<file path="src/rtl/attr_port_pkg.sv">
// Package: shared constants and types for the attribute register port.
// Assumes byte-wide data and a five-bit register number inside the index byte.
package attr_port_pkg;

    // Phase of the shared write address
    typedef enum logic {
        PH_INDEX = 1'b0,
        PH_DATA  = 1'b1
    } phase_e;

    // Register numbers whose values drive outputs
    localparam logic [4:0] REG_MODE     = 5'h10;
    localparam logic [4:0] REG_OVERSCAN = 5'h11;
    localparam logic [4:0] REG_CSEL     = 5'h14;

    // Bit positions inside the index byte and the mode-control register
    localparam int DE_BIT     = 5;
    localparam int BLINK_BIT  = 3;
    localparam int PAGING_BIT = 7;

endpackage

</file>
<file path="src/rtl/attr_toggle.sv">
// Module: index/data toggle and index register.
// Decodes writes at the shared address, keeps the phase and the last index
// byte, and produces a register write strobe during the data phase.
// Assumes that the bus never raises rd_en and wr_en in the same cycle.
module attr_toggle
    import attr_port_pkg::*;
#(
    parameter int          ADDR_W      = 16,
    parameter int          DATA_W      = 8,
    parameter int          IDX_W       = 5,
    parameter logic [15:0] SHARED_ADDR = 16'h03C0,
    parameter logic [15:0] STATUS_ADDR = 16'h03DA
) (
    input  logic              clk,
    input  logic              rst_n,
    input  logic [ADDR_W-1:0] bus_addr,
    input  logic              wr_en,
    input  logic [DATA_W-1:0] wr_data,
    input  logic              rd_en,
    output phase_e            phase_o,
    output logic [DATA_W-1:0] index_byte_o,
    output logic [IDX_W-1:0]  reg_num_o,
    output logic              reg_we_o
);

    localparam logic [ADDR_W-1:0] SHARED_A = ADDR_W'(SHARED_ADDR);
    localparam logic [ADDR_W-1:0] STATUS_A = ADDR_W'(STATUS_ADDR);

    phase_e            phase_q;
    logic [DATA_W-1:0] index_q;
    logic              shared_wr;
    logic              status_rd;

    // Decode the two accesses that move the toggle
    always_comb begin
        shared_wr = wr_en && (bus_addr == SHARED_A);
        status_rd = rd_en && (bus_addr == STATUS_A);
    end

    // Phase register: a status read forces index, a shared write flips it
    always_ff @(posedge clk) begin
        if (!rst_n) begin
            phase_q <= PH_INDEX;
        end else if (status_rd) begin
            phase_q <= PH_INDEX;
        end else if (shared_wr) begin
            phase_q <= (phase_q == PH_INDEX) ? PH_DATA : PH_INDEX;
        end
    end

    // Index register: captures the whole index byte in the index phase
    always_ff @(posedge clk) begin
        if (!rst_n) begin
            index_q <= '0;
        end else if (shared_wr && (phase_q == PH_INDEX)) begin
            index_q <= wr_data;
        end
    end

    // Outputs toward the register file and the read path
    always_comb begin
        phase_o      = phase_q;
        index_byte_o = index_q;
        reg_num_o    = index_q[IDX_W-1:0];
        reg_we_o     = shared_wr && (phase_q == PH_DATA);
    end

endmodule

</file>
<file path="src/rtl/attr_regfile.sv">
// Module: attribute register file.
// Holds NUM_REGS byte registers. A write lands only on an implemented
// register number; numbers at or above NUM_REGS are dropped.
module attr_regfile #(
    parameter int DATA_W   = 8,
    parameter int IDX_W    = 5,
    parameter int NUM_REGS = 21
) (
    input  logic                             clk,
    input  logic                             rst_n,
    input  logic                             we,
    input  logic [IDX_W-1:0]                 num,
    input  logic [DATA_W-1:0]                wdata,
    output logic [NUM_REGS-1:0][DATA_W-1:0]  regs_o
);

    generate
        for (genvar gi = 0; gi < NUM_REGS; gi++) begin : g_reg
            logic [DATA_W-1:0] val_q;

            // One register: loads when the strobe selects its number
            always_ff @(posedge clk) begin
                if (!rst_n) begin
                    val_q <= '0;
                end else if (we && (num == IDX_W'(gi))) begin
                    val_q <= wdata;
                end
            end

            assign regs_o[gi] = val_q;
        end
    endgenerate

endmodule

</file>
<file path="src/rtl/attr_readout.sv">
// Module: read path and decoded outputs.
// Registers the read data for the shared and data addresses, returns zero
// elsewhere, and decodes blink and page select from the register file.
module attr_readout
    import attr_port_pkg::*;
#(
    parameter int          ADDR_W      = 16,
    parameter int          DATA_W      = 8,
    parameter int          IDX_W       = 5,
    parameter int          NUM_REGS    = 21,
    parameter int          PAGE_W      = 4,
    parameter logic [15:0] SHARED_ADDR = 16'h03C0,
    parameter logic [15:0] RDATA_ADDR  = 16'h03C1
) (
    input  logic                            clk,
    input  logic                            rst_n,
    input  logic [ADDR_W-1:0]               bus_addr,
    input  logic                            rd_en,
    input  logic [DATA_W-1:0]               index_byte,
    input  logic [IDX_W-1:0]                reg_num,
    input  logic [NUM_REGS-1:0][DATA_W-1:0] regs,
    output logic [DATA_W-1:0]               rd_data,
    output logic                            blink_en,
    output logic [PAGE_W-1:0]               page_sel
);

    localparam logic [ADDR_W-1:0] SHARED_A = ADDR_W'(SHARED_ADDR);
    localparam logic [ADDR_W-1:0] RDATA_A  = ADDR_W'(RDATA_ADDR);
    localparam int                HALF_W   = PAGE_W / 2;

    logic [DATA_W-1:0] sel_reg;
    logic [DATA_W-1:0] rd_next;
    logic [DATA_W-1:0] rd_q;
    logic [DATA_W-1:0] mode_r;
    logic [DATA_W-1:0] csel_r;

    // Selected register, zero for unimplemented numbers
    always_comb begin
        sel_reg = '0;
        if (int'(reg_num) < NUM_REGS) begin
            sel_reg = regs[reg_num];
        end
    end

    // Address decode of the read byte
    always_comb begin
        if (bus_addr == SHARED_A) begin
            rd_next = index_byte;
        end else if (bus_addr == RDATA_A) begin
            rd_next = sel_reg;
        end else begin
            rd_next = '0;
        end
    end

    // Read data register: updates on a read strobe, holds otherwise
    always_ff @(posedge clk) begin
        if (!rst_n) begin
            rd_q <= '0;
        end else if (rd_en) begin
            rd_q <= rd_next;
        end
    end

    // Decode of mode-control and colour-select into outputs
    always_comb begin
        mode_r   = regs[REG_MODE];
        csel_r   = regs[REG_CSEL];
        rd_data  = rd_q;
        blink_en = mode_r[BLINK_BIT];
        if (mode_r[PAGING_BIT]) begin
            page_sel = csel_r[PAGE_W-1:0];
        end else begin
            page_sel = {{(PAGE_W-HALF_W){1'b0}}, csel_r[PAGE_W-1:PAGE_W-HALF_W]};
        end
    end

endmodule

</file>
<file path="src/rtl/attr_port.sv">
// Module: attribute register port top.
// Joins the index/data toggle, the register file and the read path. The
// display-enable flag is taken from bit DE_BIT of the stored index byte.
// Assumes a byte bus with single-cycle strobes that are never both high.
module attr_port
    import attr_port_pkg::*;
#(
    parameter int          ADDR_W      = 16,
    parameter int          DATA_W      = 8,
    parameter int          IDX_W       = 5,
    parameter int          NUM_REGS    = 21,
    parameter int          PAGE_W      = 4,
    parameter logic [15:0] SHARED_ADDR = 16'h03C0,
    parameter logic [15:0] RDATA_ADDR  = 16'h03C1,
    parameter logic [15:0] STATUS_ADDR = 16'h03DA
) (
    input  logic              clk,
    input  logic              rst_n,
    input  logic [ADDR_W-1:0] bus_addr,
    input  logic              wr_en,
    input  logic [DATA_W-1:0] wr_data,
    input  logic              rd_en,
    output logic [DATA_W-1:0] rd_data,
    output logic              disp_en,
    output logic              blink_en,
    output logic [PAGE_W-1:0] page_sel
);

    phase_e                          ff_phase;
    logic [DATA_W-1:0]               index_byte;
    logic [IDX_W-1:0]                reg_num;
    logic                            reg_we;
    logic [NUM_REGS-1:0][DATA_W-1:0] regs;

    attr_toggle #(
        .ADDR_W      (ADDR_W),
        .DATA_W      (DATA_W),
        .IDX_W       (IDX_W),
        .SHARED_ADDR (SHARED_ADDR),
        .STATUS_ADDR (STATUS_ADDR)
    ) u_toggle (
        .clk          (clk),
        .rst_n        (rst_n),
        .bus_addr     (bus_addr),
        .wr_en        (wr_en),
        .wr_data      (wr_data),
        .rd_en        (rd_en),
        .phase_o      (ff_phase),
        .index_byte_o (index_byte),
        .reg_num_o    (reg_num),
        .reg_we_o     (reg_we)
    );

    attr_regfile #(
        .DATA_W   (DATA_W),
        .IDX_W    (IDX_W),
        .NUM_REGS (NUM_REGS)
    ) u_regs (
        .clk    (clk),
        .rst_n  (rst_n),
        .we     (reg_we),
        .num    (reg_num),
        .wdata  (wr_data),
        .regs_o (regs)
    );

    attr_readout #(
        .ADDR_W      (ADDR_W),
        .DATA_W      (DATA_W),
        .IDX_W       (IDX_W),
        .NUM_REGS    (NUM_REGS),
        .PAGE_W      (PAGE_W),
        .SHARED_ADDR (SHARED_ADDR),
        .RDATA_ADDR  (RDATA_ADDR)
    ) u_read (
        .clk        (clk),
        .rst_n      (rst_n),
        .bus_addr   (bus_addr),
        .rd_en      (rd_en),
        .index_byte (index_byte),
        .reg_num    (reg_num),
        .regs       (regs),
        .rd_data    (rd_data),
        .blink_en   (blink_en),
        .page_sel   (page_sel)
    );

    // Display enable taken straight from the stored index byte
    assign disp_en = index_byte[DE_BIT];

endmodule

</file>
<file path="config.mk">
export PLATFORM = sky130hd
export DESIGN_NAME = attr_port
export DESIGN_NICKNAME = d
export VERILOG_FILES = /design/src/rtl/attr_port_pkg.sv /design/src/rtl/attr_toggle.sv /design/src/rtl/attr_regfile.sv /design/src/rtl/attr_readout.sv /design/src/rtl/attr_port.sv
export SDC_FILE = /design/constraint.sdc
export NUM_CORES = 1
export LEC_CHECK = 0
export BUFFER_PORTS_ARGS = -buffer_cell sky130_fd_sc_hd__buf_4
export CELL_PAD_IN_SITES_DETAIL_PLACEMENT = 0
export CELL_PAD_IN_SITES_GLOBAL_PLACEMENT = 1
export CORE_MARGIN = 3
export CORE_UTILIZATION = 44
export DETAILED_ROUTE_END_ITERATION = 8
export MAX_ROUTING_LAYER = met4
export PLACE_DENSITY = 0.78
export RECOVER_POWER = 100
export SLEW_MARGIN = 10
export SYNTH_ARGS = -nofsm -noshare
export SYNTH_HDL_FRONTEND = slang
export SYNTH_HIERARCHICAL = 1
export SYNTH_SLANG_ARGS = --single-unit
export TNS_END_PERCENT = 100
</file>
<file path="constraint.sdc">
create_clock -name clk -period 2.3 [get_ports clk]
set_clock_uncertainty 0.15 [all_clocks]
set_input_delay 0.115 -clock clk [delete_from_list [all_inputs] [get_ports clk]]
set_output_delay 0.115 -clock clk [all_outputs]
set_load 0.02 [all_outputs]
</file>
==> run_results.csv, run 1 <==
group,metric,value,unit
placement,pre_cts_slack,-0.0819,ns
finish,regArea,3710,sq um
clocking,tritoncts,"yes",
setup_path,crit_type,"input pin to register",
clocking,clkSinkCount,185,
setup_path,cp_data_required_time,2.52,ns
synthesis,synth_commonest_cells,"nand2_1 (209), mux2i_1 (200), dfxtp_1 (185)",
clocking,postCtsSetupRepairBufs,0,
synthesis,synth_compound_area_share,5.08,%
synthesis,syn-num-nets,868,
global_routing,gr-total-overflow,0,
drt,drt_iter0_drc,368,
setup_path,worstPathArrival,2.41,ns
sta,worst_slack,0.116,ns
synthesis,yosysWarningCount,6,
placement,place_congestion,0.825,
synthesis,muxShareOfSynthArea,31.4,%
clocking,clk_pin_slew,0.07,ns
synthesis,ys_seq_area_share,43.6,%
power,p_sw,1.54,mW
synthesis,synth_top_area_cell,"dfxtp_1",
clocking,clkLatencyLatePin,0.43,ns
setup_path,crit_fanout,46,
synthesis,synth_adder_area_share,0,%
setup_path,worstReg2RegEnd,"u_read/rd_data[3]",
setup_path,critPathCapture,"u_toggle/index_byte_o[6]",
floorplanning,initial_core_util,45.2,%
synthesis,synth_top_family_by_area,"multiplexers",
finish,fill_cells,1732,
sta,final_hold_viol_count,0,
sta,rsz0062_at_grt,"false",
sta,tightestPinTransition,0.647,ns
power,p_int,4.96,mW
global_routing,grt_pass1_vias,6335,
drt,wl_per_cell,19.0,um
synthesis,ys.flop_type,"dfxtp_1",
clocking,numCtsBuffers,17,
sta,fin_crit_sh,94.9,%
clocking,h-tree-depth,4,
drt,vias,6395,
sta,drv_slew,0,
synthesis,yosys.area_share.xor_xnor,0,%
sta,setup_violations,0,
finish,area_growth,17.6,%
synthesis,synth_top_area_share,43.6,%
synthesis,synth.distinct_cells,59,
power,powerDensity,650,nW/um^2
power,switching_share,23.7,%
synthesis,synth_cells,840,
drt,routed_wl,22.5,mm
synthesis,synth_area,8500,sq um
clocking,cts-root-buf,"clkbuf_16",
sta,timing.fmax,458,MHz
setup_path,end_kind,"register",
drt,drc,0,
floorplanning,die_h,145,um
synthesis,synth-seq-cells,185,
setup_path,reg2reg_from,"u_toggle/index_byte_o[0]",
sta,holdWs,0.140,ns
global_routing,grt_max_degree,87,
synthesis,synth_area_leaders,"dfxtp_1 (44%), mux2i_1 (24%), nand2_1 (9.2%)",
finish,multi_input_area,4440,sq um
finish,drive_gt1_share,16.8,%
drt,antenna_left,0,
status,status,"finished, final reports clean",
setup_path,rr_worst_depth,7,
synthesis,synth_edf_count,0,
global_routing,grt_antenna_before_repair,0,
power,combPwrFrac,3.7,%
setup_path,rrSetupSlack,0.14,ns
placement,portBuffers,41,
drt,drt-pass1-iter-count,4,
synthesis,yosys.area_share.simple,15.9,%
finish,nets,938,
floorplanning,io_pins,42,
floorplanning,die_x,145,um
setup_path,cp-startpoint,"rst_n",
placement,placed_cell_area,9420,sq um
finish,final_cell_area,10000,sq um
global_routing,grt_usage,22.2,%
worst_hold_path,hold_path_class,"input pin to register",
power,p_seq_share,49.2,%
floorplanning,dieArea,21000,sq um
clocking,cts.path.max_buffers,2,
synthesis,avgSynthCellArea,10.1,sq um
synthesis,ys_async_sr_fraction,0,%
floorplanning,core-area,18800,sq um
power,vdd_drop_max,0.495,mV
power,clock_power_share,47.1,%
run,drv_cap,0,
sta,period_minus_slack,2.18,ns
power,leakage,4.33,nW
finish,n_antenna_cell,0,
floorplanning,rows,50,
synthesis,synth.most_common_cell,"nand2_1",
drt,via_per_inst,5.41,
setup_path,cp-start-kind,"input pin",
global_routing,grt_pass1_wl,36.0,mm
placement,hpwl,14.5,mm
sta,slew_headroom,56.9,%
-- critical path: stages --
cell           delay [ns]
dlygate4sd3_1        0.56
buf_6                0.33
nand2_1              0.08
dlygate4sd3_1        0.58
mux2i_1              0.16
dlygate4sd3_1        0.56
-- routing by layer --
metal	vias up	track usage (%)	wire length (um)
met1	3105	30.4	10700
li1	3090	-	-
met5	-	-	0
met3	35	4.25	997
met2	165	33.0	10200
met4	0	7.55	507
-- cell usage in the layout (no fill, tap or decap), types with 4 or more instances in the layout --
cell type      synthesis  final
o21ai_0                8      8
nand2_1              209    209
a22o_1                 5      5
mux4_2                25     25
buf_4                  7     54
o22ai_1               12     12
nor2_1                 8     11
clkbuf_16              0     17
mux2_2                 9      9
nand3b_1               4      4
nand2b_1               4      4
inv_6                  0      5
a31oi_1                4      4
nor2b_1                9      9
dfxtp_1              185    183
buf_12                 0      4
nand3_1               12     13
mux2i_1              200    200
clkbuf_2               2     16
a32oi_1                6      6
a21oi_1                5      5
clkbuf_1              46     24
a21o_1                 6      6
dlygate4sd3_1          0     22
a211o_1                4      4
-- registers in the layout, summed over array words and instances, names as in the netlist --
register	flops
u_read/rd_data	8
u_regs/g.val_q	168
u_toggle/index_byte_o	8
u_toggle/phase_o	1
-- power by group through the flow --
stage / registers (mW) / logic, mW / clock network, mW
floorplan: 3.28 / 0.107 / 0
global placement: 3.27 / 0.216 / 0
detailed placement: 3.27 / 0.218 / 0
CTS: 3.20 / 0.240 / 3.12
global route: 3.20 / 0.255 / 3.25
finish: 3.20 / 0.239 / 3.06
-- metrics by stage --
step | power, mW | cells | util (%) | setup TNS [ns]
floorplan | 3.38 | 840 | - | 0
global route | 6.70 | 1183 | 53.1 | 0
detailed placement | 3.49 | 1129 | 50.0 | -0.744
global placement | 3.49 | 1129 | 50.0 | -0.140
CTS | 6.56 | 1183 | 54.5 | 0
finish | 6.50 | 1183 | 53.1 | 0
-- timing repair --
action	4_1_cts	5_1_grt
hold buffers	22	0
gates resized for setup	0	1
endpoints found under the setup margin	0	2
endpoints found under the hold margin	33	0
-- worst min-delay path by stage --
stage                startpoint                  endpoint  slack, ns  cells after the start
CTS                 bus_addr[5]         u_read/rd_data[3]       0.12                      5
global route        bus_addr[0]         u_read/rd_data[5]       0.16                      6
floorplan            wr_data[6]  u_toggle/index_byte_o[6]       0.11                      2
finish              bus_addr[5]         u_read/rd_data[2]       0.14                      6
global placement     wr_data[5]  u_toggle/index_byte_o[5]       0.25                      3
detailed placement   wr_data[5]  u_toggle/index_byte_o[5]       0.25                      3
-- area by class of cell --
| cell class | count | share of cell area [%] |
|---|---|---|
| Multi-Input combinational cell | 581 | 44.4 |
| Sequential cell | 185 | 37.1 |
| Timing Repair Buffer | 124 | 9.09 |
| Clock buffer | 18 | 4.39 |
| Tap cell | 260 | 3.25 |
| Clock inverter | 14 | 1.78 |
| Inverter | 1 | 0.0375 |
-- cell families after synthesis --
kind of cell / after synthesis
and+or+nand+nor: 286
muxes: 234
DFF: 185
buffers and inverters: 74
AOI/OAI and AO/OA: 61
No activity file was read; power rests on OpenSTA's default activity.
==> run 2: changes to the inputs <==
--- a/config.mk
+++ b/config.mk
@@ -16,2 +16,3 @@
 export RECOVER_POWER = 100
+export REMOVE_ABC_BUFFERS = 1
 export SLEW_MARGIN = 10
--- a/constraint.sdc
+++ b/constraint.sdc
@@ -4,2 +4,2 @@
 set_output_delay 0.115 -clock clk [all_outputs]
-set_load 0.02 [all_outputs]
+set_load 0.01 [all_outputs]
==> run 2 against run 1 <==
Sequential cell count is the same. Worst setup slack lost 0.065 ns. Power shrank 0.36%. Register-to-register slack lost 0.09 ns. First-iteration DRC count grew 6.8%. Via count shrank 0.16%. Sequential power is essentially flat. Sequential share of layout area shrank 0.58 points. Cell area grew 1.6%. Count of clock-buffer cells in the layout grew 1. Critical path type is now register to register. Largest cell class unchanged. Clock power is essentially flat.
==> run_results.csv, run 2 (synthesis results as in run 1) <==
group,metric,value,unit
finish,drive_gt1_share,17.4,%
sta,timing.fmax,445,MHz
clocking,cts.path.max_buffers,2,
setup_path,crit_path_cell_trace,"buf_4 > mux2_2 > a22o_1 > mux2i_1 > a211o_1 > nand3_1",
finish,final_cell_mix,"nand2_1 (209), mux2i_1 (198), dfxtp_1 (183)",
setup_path,cp-start-kind,"register",
worst_hold_path,hold_path_class,"input pin to register",
finish,final_cell_area,10200,sq um
placement,portBuffers,41,
setup_path,end_kind,"register",
sta,setup_violations,0,
sta,rsz0062_at_grt,"false",
power,vdd_drop_max,0.415,mV
sta,final_hold_viol_count,0,
clocking,clk_pin_slew,0.07,ns
global_routing,grt_pass1_vias,6368,
setup_path,crit_fanout,21,
placement,pre_cts_slack,-0.00102,ns
placement,hpwl,14.2,mm
sta,drv_slew,0,
drt,routed_wl,22.1,mm
floorplanning,die_x,145,um
clocking,cts-root-buf,"clkbuf_16",
placement,placed_cell_area,9440,sq um
floorplanning,dieArea,21000,sq um
setup_path,cp_data_required_time,2.47,ns
global_routing,grt_max_degree,109,
floorplanning,io_pins,42,
sta,period_minus_slack,2.25,ns
drt,drt_iter0_drc,393,
global_routing,grt_pass1_wl,35.3,mm
sta,slew_headroom,50.3,%
setup_path,max_stage_delay,0.61,ns
floorplanning,core-area,18800,sq um
clocking,numCtsBuffers,17,
drt,vias,6385,
setup_path,path_buf_inv,1,
run,drv_cap,0,
finish,n_antenna_cell,0,
setup_path,cp_top_family,"multiplexers",
finish,top_register,"u_regs/g.val_q",
clocking,tritoncts,"yes",
global_routing,gr-total-overflow,0,
finish,nets,945,
global_routing,grt_usage,21.6,%
floorplanning,rows,50,
clocking,clkSinkCount,185,
drt,via_per_inst,5.37,
clocking,clkLatencyLatePin,0.43,ns
global_routing,grt_antenna_before_repair,0,
finish,area_growth,19.5,%
drt,antenna_left,0,
sta,fin_crit_sh,97.8,%
finish,utilization,54.0,%
drt,drc,0,
clocking,h-tree-depth,4,
floorplanning,initial_core_util,45.2,%
setup_path,worstPathArrival,2.42,ns
drt,wl_per_cell,18.6,um
power,leakage,4.39,nW
finish,largest_reg_flops,168,
floorplanning,die_h,145,um
sta,tightestPinTransition,0.742,ns
status,status,"finished, final reports clean",
placement,place_congestion,0.822,
setup_path,critPathSlowestCell,"dfxtp_4",
finish,final_common_cell,"nand2_1",
power,powerDensity,637,nW/um^2
setup_path,crit_type,"register to register",
sta,worst_slack,0.0513,ns
drt,drt-pass1-iter-count,5,
run 2: metal layers:
| metal | track usage (%) | wire [um] | vias to the layer above | share of wire [%] |
|---|---|---|---|---|
| met4 | 6.98 | 427 | 0 | 1.9 |
| met5 | - | 0 | - | 0 |
| met3 | 3.56 | 677 | 27 | 3.1 |
| li1 | - | - | 3117 | - |
| met1 | 29.3 | 10800 | 3125 | 49 |
| met2 | 33.4 | 10200 | 116 | 46 |
run 2: worst reg2reg max path: stages (launching register included):
cell and delay, ns:
dfxtp_4 0.61, buf_4 0.24, mux2_2 0.33, a22o_1 0.21, mux2i_1 0.29, a211o_1 0.23, nand3_1 0.08
run 2: final cells by class:
cell class / instances / area (sq um)
clock buffers: 19 / 443
clock inverters: 13 / 168
fillers: 1713 / 8670
inverters: 1 / 3.75
multi-input cells: 581 / 4460
flip-flops and latches: 185 / 3710
well taps: 260 / 325
repair buffers: 131 / 1050
run 2: metrics by stage:
step,hold WS (ns),power [mW],TNS [ns],std cells
final,0.115,6.48,0,1190
after floorplan,0.101,3.33,-185.03,767
after global placement,0.238,3.49,-0.0112,1128
after CTS,0.0738,6.54,0,1190
after detailed placement,0.232,3.49,-0.00102,1128
after global routing,0.118,6.69,0,1190
run 2: report_power, final:
group / leakage, nW / internal, mW / switching (mW)
clock network: 0.294 / 1.75 / 1.28
registers: 1.49 / 3.20 / 0.000210
logic: 2.61 / 0.0860 / 0.159
total: 4.39 / 5.04 / 1.44
run 2: what timing repair did:
item                       4_1_cts  5_1_grt
resized for setup                0        9
setup endpoints to repair        0       47
hold endpoints to repair        25        0
hold buffers                    30        0
buffers inserted                 0        0
run 2: path summary, 6_finish.rpt:
| check | startpoint | end | slack [ns] | cells past startpoint |
|---|---|---|---|---|
| worst max-delay path | u_toggle/index_byte_o[0] | u_read/rd_data[0] | 0.05 | 6 |
| worst min register to register | u_regs/g_reg[14].val_q[4] | u_regs/g_reg[14].val_q[4] | 0.30 | 2 |
| worst max register to register | u_toggle/index_byte_o[0] | u_read/rd_data[0] | 0.05 | 6 |
| worst min-delay path | bus_addr[14] | u_read/rd_data[3] | 0.11 | 5 |
==> run 3: changes to the inputs <==
- ABC_AREA: unset -> 1
- CORE_UTILIZATION: 44 -> 39
- PLACE_DENSITY: 0.78 -> 0.79
==> run 3 against run 2 <==
Worst setup slack gained 0.12 ns. Global-route usage grew 1.8 points. Synthesized area grew 26%. Highest routed layer unchanged. Via count grew 66%. Non-clock buffer count shrank 29. Count of clock-buffer cells in the layout shrank 1. Cell count grew 89%. Combinational power grew 27%. Critical path type unchanged. Sequential cell count is the same. Worst hold slack lost 0.11 ns. Largest cell class unchanged. Register-to-register slack gained 0.12 ns.
==> run_results.csv, run 3 <==
group,metric,value,unit
synthesis,avgSynthCellArea,5.71,sq um
setup_path,cp_top_family,"simple AND/OR/NAND/NOR gates",
sta,final_hold_viol_count,0,
finish,nets,1924,
power,power,6.42,mW
setup_path,end_kind,"register",
sta,timing.fmax,469,MHz
synthesis,synth_cells,1880,
finish,regArea,3710,sq um
drt,vias,10600,
synthesis,synth_commonest_cells,"nand2_1 (638), inv_1 (355), nor2_1 (322)",
synthesis,ys.flop_type,"dfxtp_1",
setup_path,max_stage_delay,0.51,ns
power,vdd_drop_max,0.421,mV
placement,place_congestion,0.872,
sta,slew_headroom,48.4,%
clocking,cts-root-buf,"clkbuf_16",
synthesis,synth.distinct_cells,28,
clocking,tritoncts,"yes",
setup_path,rr_worst_depth,7,
placement,hpwl,21.1,mm
synthesis,synth.most_common_cell,"nand2_1",
synthesis,yosysWarningCount,6,
clocking,clkLatencyLatePin,0.44,ns
global_routing,grt_pass1_wl,52.5,mm
synthesis,ys_async_sr_fraction,0,%
finish,final_common_cell,"nand2_1",
floorplanning,core-area,27000,sq um
finish,utilization,44.4,%
clocking,h-tree-depth,4,
clocking,clk_pin_slew,0.08,ns
setup_path,crit_path_cell_trace,"buf_4 > inv_1 > nor2_4 > nand3_1 > nand2_1 > inv_1 > nor2_1",
drt,drt-pass1-iter-count,7,
run,drv_cap,0,
clocking,postCtsSetupRepairBufs,0,
synthesis,synth_top_area_cell,"dfxtp_1",
sta,setup_violations,0,
finish,drive_gt1_share,7.33,%
finish,n_antenna_cell,0,
global_routing,grt_pass1_vias,9536,
floorplanning,rows,60,
finish,largest_reg_flops,168,
synthesis,synth-seq-cells,185,
sta,drv_slew,0,
sta,tns,0,ns
floorplanning,die_x,172,um
worst_hold_path,min_path_cells,3,
clocking,cts.path.max_buffers,2,
placement,portBuffers,41,
sta,rsz0062_at_grt,"false",
synthesis,ys_seq_area_share,34.5,%
finish,area_growth,11.8,%
finish,top_register,"u_regs/g.val_q",
setup_path,worstPathArrival,2.35,ns
clocking,numCtsBuffers,17,
finish,multi_input_area,5080,sq um
setup_path,path_buf_inv,3,
drt,via_per_inst,4.71,
drt,antenna_left,0,
drt,routed_wl,33.1,mm
drt,wl_per_cell,14.7,um
setup_path,cp-start-kind,"register",
global_routing,grt_usage,23.4,%
drt,drc,0,
synthesis,synth_area,10700,sq um
global_routing,grt_max_degree,80,
sta,period_minus_slack,2.13,ns
status,status,"finished, final reports clean",
setup_path,cp_data_required_time,2.52,ns
clocking,clkSinkCount,185,
setup_path,crit_fanout,21,
power,leakage,6.09,nW
floorplanning,initial_core_util,39.7,%
finish,final_cell_mix,"nand2_1 (638), inv_1 (355), nor2_1 (320)",
drt,drt_iter0_drc,1056,
sta,fin_crit_sh,92.7,%
global_routing,grt_antenna_before_repair,0,
synthesis,synth_area_leaders,"dfxtp_1 (35%), nand2_1 (22%), inv_1 (12%)",
setup_path,crit_type,"register to register",
synthesis,synth_top_area_share,34.5,%
finish,fill_cells,2933,
synthesis,synth_edf_count,0,
floorplanning,die_h,172,um
setup_path,cpMostUsedCell,"inv_1",
setup_path,critPathSlowestCell,"dfxtp_1",
worst_hold_path,hold_path_class,"input pin to register",
floorplanning,dieArea,29500,sq um
setup_path,crit_cells,7,
sta,tightestPinTransition,0.773,ns
global_routing,gr-total-overflow,0,
power,powerDensity,535,nW/um^2
floorplanning,io_pins,42,
-- run 3: final timing paths --
path,start,end,slack (ns)
max,u_toggle/index_byte_o[1],u_regs/g_reg[10].val_q[3],0.17
min,rst_n,u_toggle/index_byte_o[7],0.005
max reg2reg,u_toggle/index_byte_o[1],u_regs/g_reg[10].val_q[3],0.17
min reg2reg,u_toggle/phase_o,u_toggle/phase_o,0.32
-- run 3: per-layer routing --
layer  vias up  wire [um]  global-route usage, %
met4         0        673                   6.42
li1       5505          -                      -
met5         -          0                      -
met3        43       1710                   3.88
met1      4779      16000                   32.4
met2       274      14700                   35.4
-- run 3: cell type report --
| cell class | count | area share, % |
|---|---|---|
| Multi-Input combinational cell | 1226 | 42.4 |
| Clock inverter | 14 | 1.09 |
| Inverter | 364 | 11.4 |
| Clock buffer | 18 | 3.58 |
| Tap cell | 341 | 3.56 |
| Sequential cell | 185 | 30.9 |
| Timing Repair Buffer | 102 | 7.08 |
-- run 3: per-stage QoR --
step	setup WS (ns)	instances	cell area (sq um)	hold WS, ns
finish	0.169	2250	12000	0.00547
global route	0.00283	2250	12000	0.0363
CTS	0.192	2250	12100	0.00853
detailed placement	-0.0103	2205	11400	0.311
global placement	0.0247	2205	11400	0.312
floorplan	-1.21	1775	10200	0.0854
-- run 3: where the power goes --
part / internal (mW) / total (mW) / switching, mW
logic: 0.0988 / 0.310 / 0.211
registers: 3.20 / 3.21 / 0.00335
clock network: 1.43 / 2.90 / 1.47
-- run 3: timing repair --
item	in CTS	in global routing
hold endpoints to repair	73	0
resized for setup	0	1
setup endpoints to repair	0	2
hold buffers	13	0
-- run 3: cell families after synthesis --
family / synth area share, %
AO/OA/AOI/OAI: 1.64
flip-flops: 34.5
buffers and inverters: 18.0
AND/OR/NAND/NOR: 45.8
-- run 3: tightest hold or removal path, cell delays in order --
cell and delay (ns):
buf_6 0.26, nand2_1 0.14, nor2_1 0.03
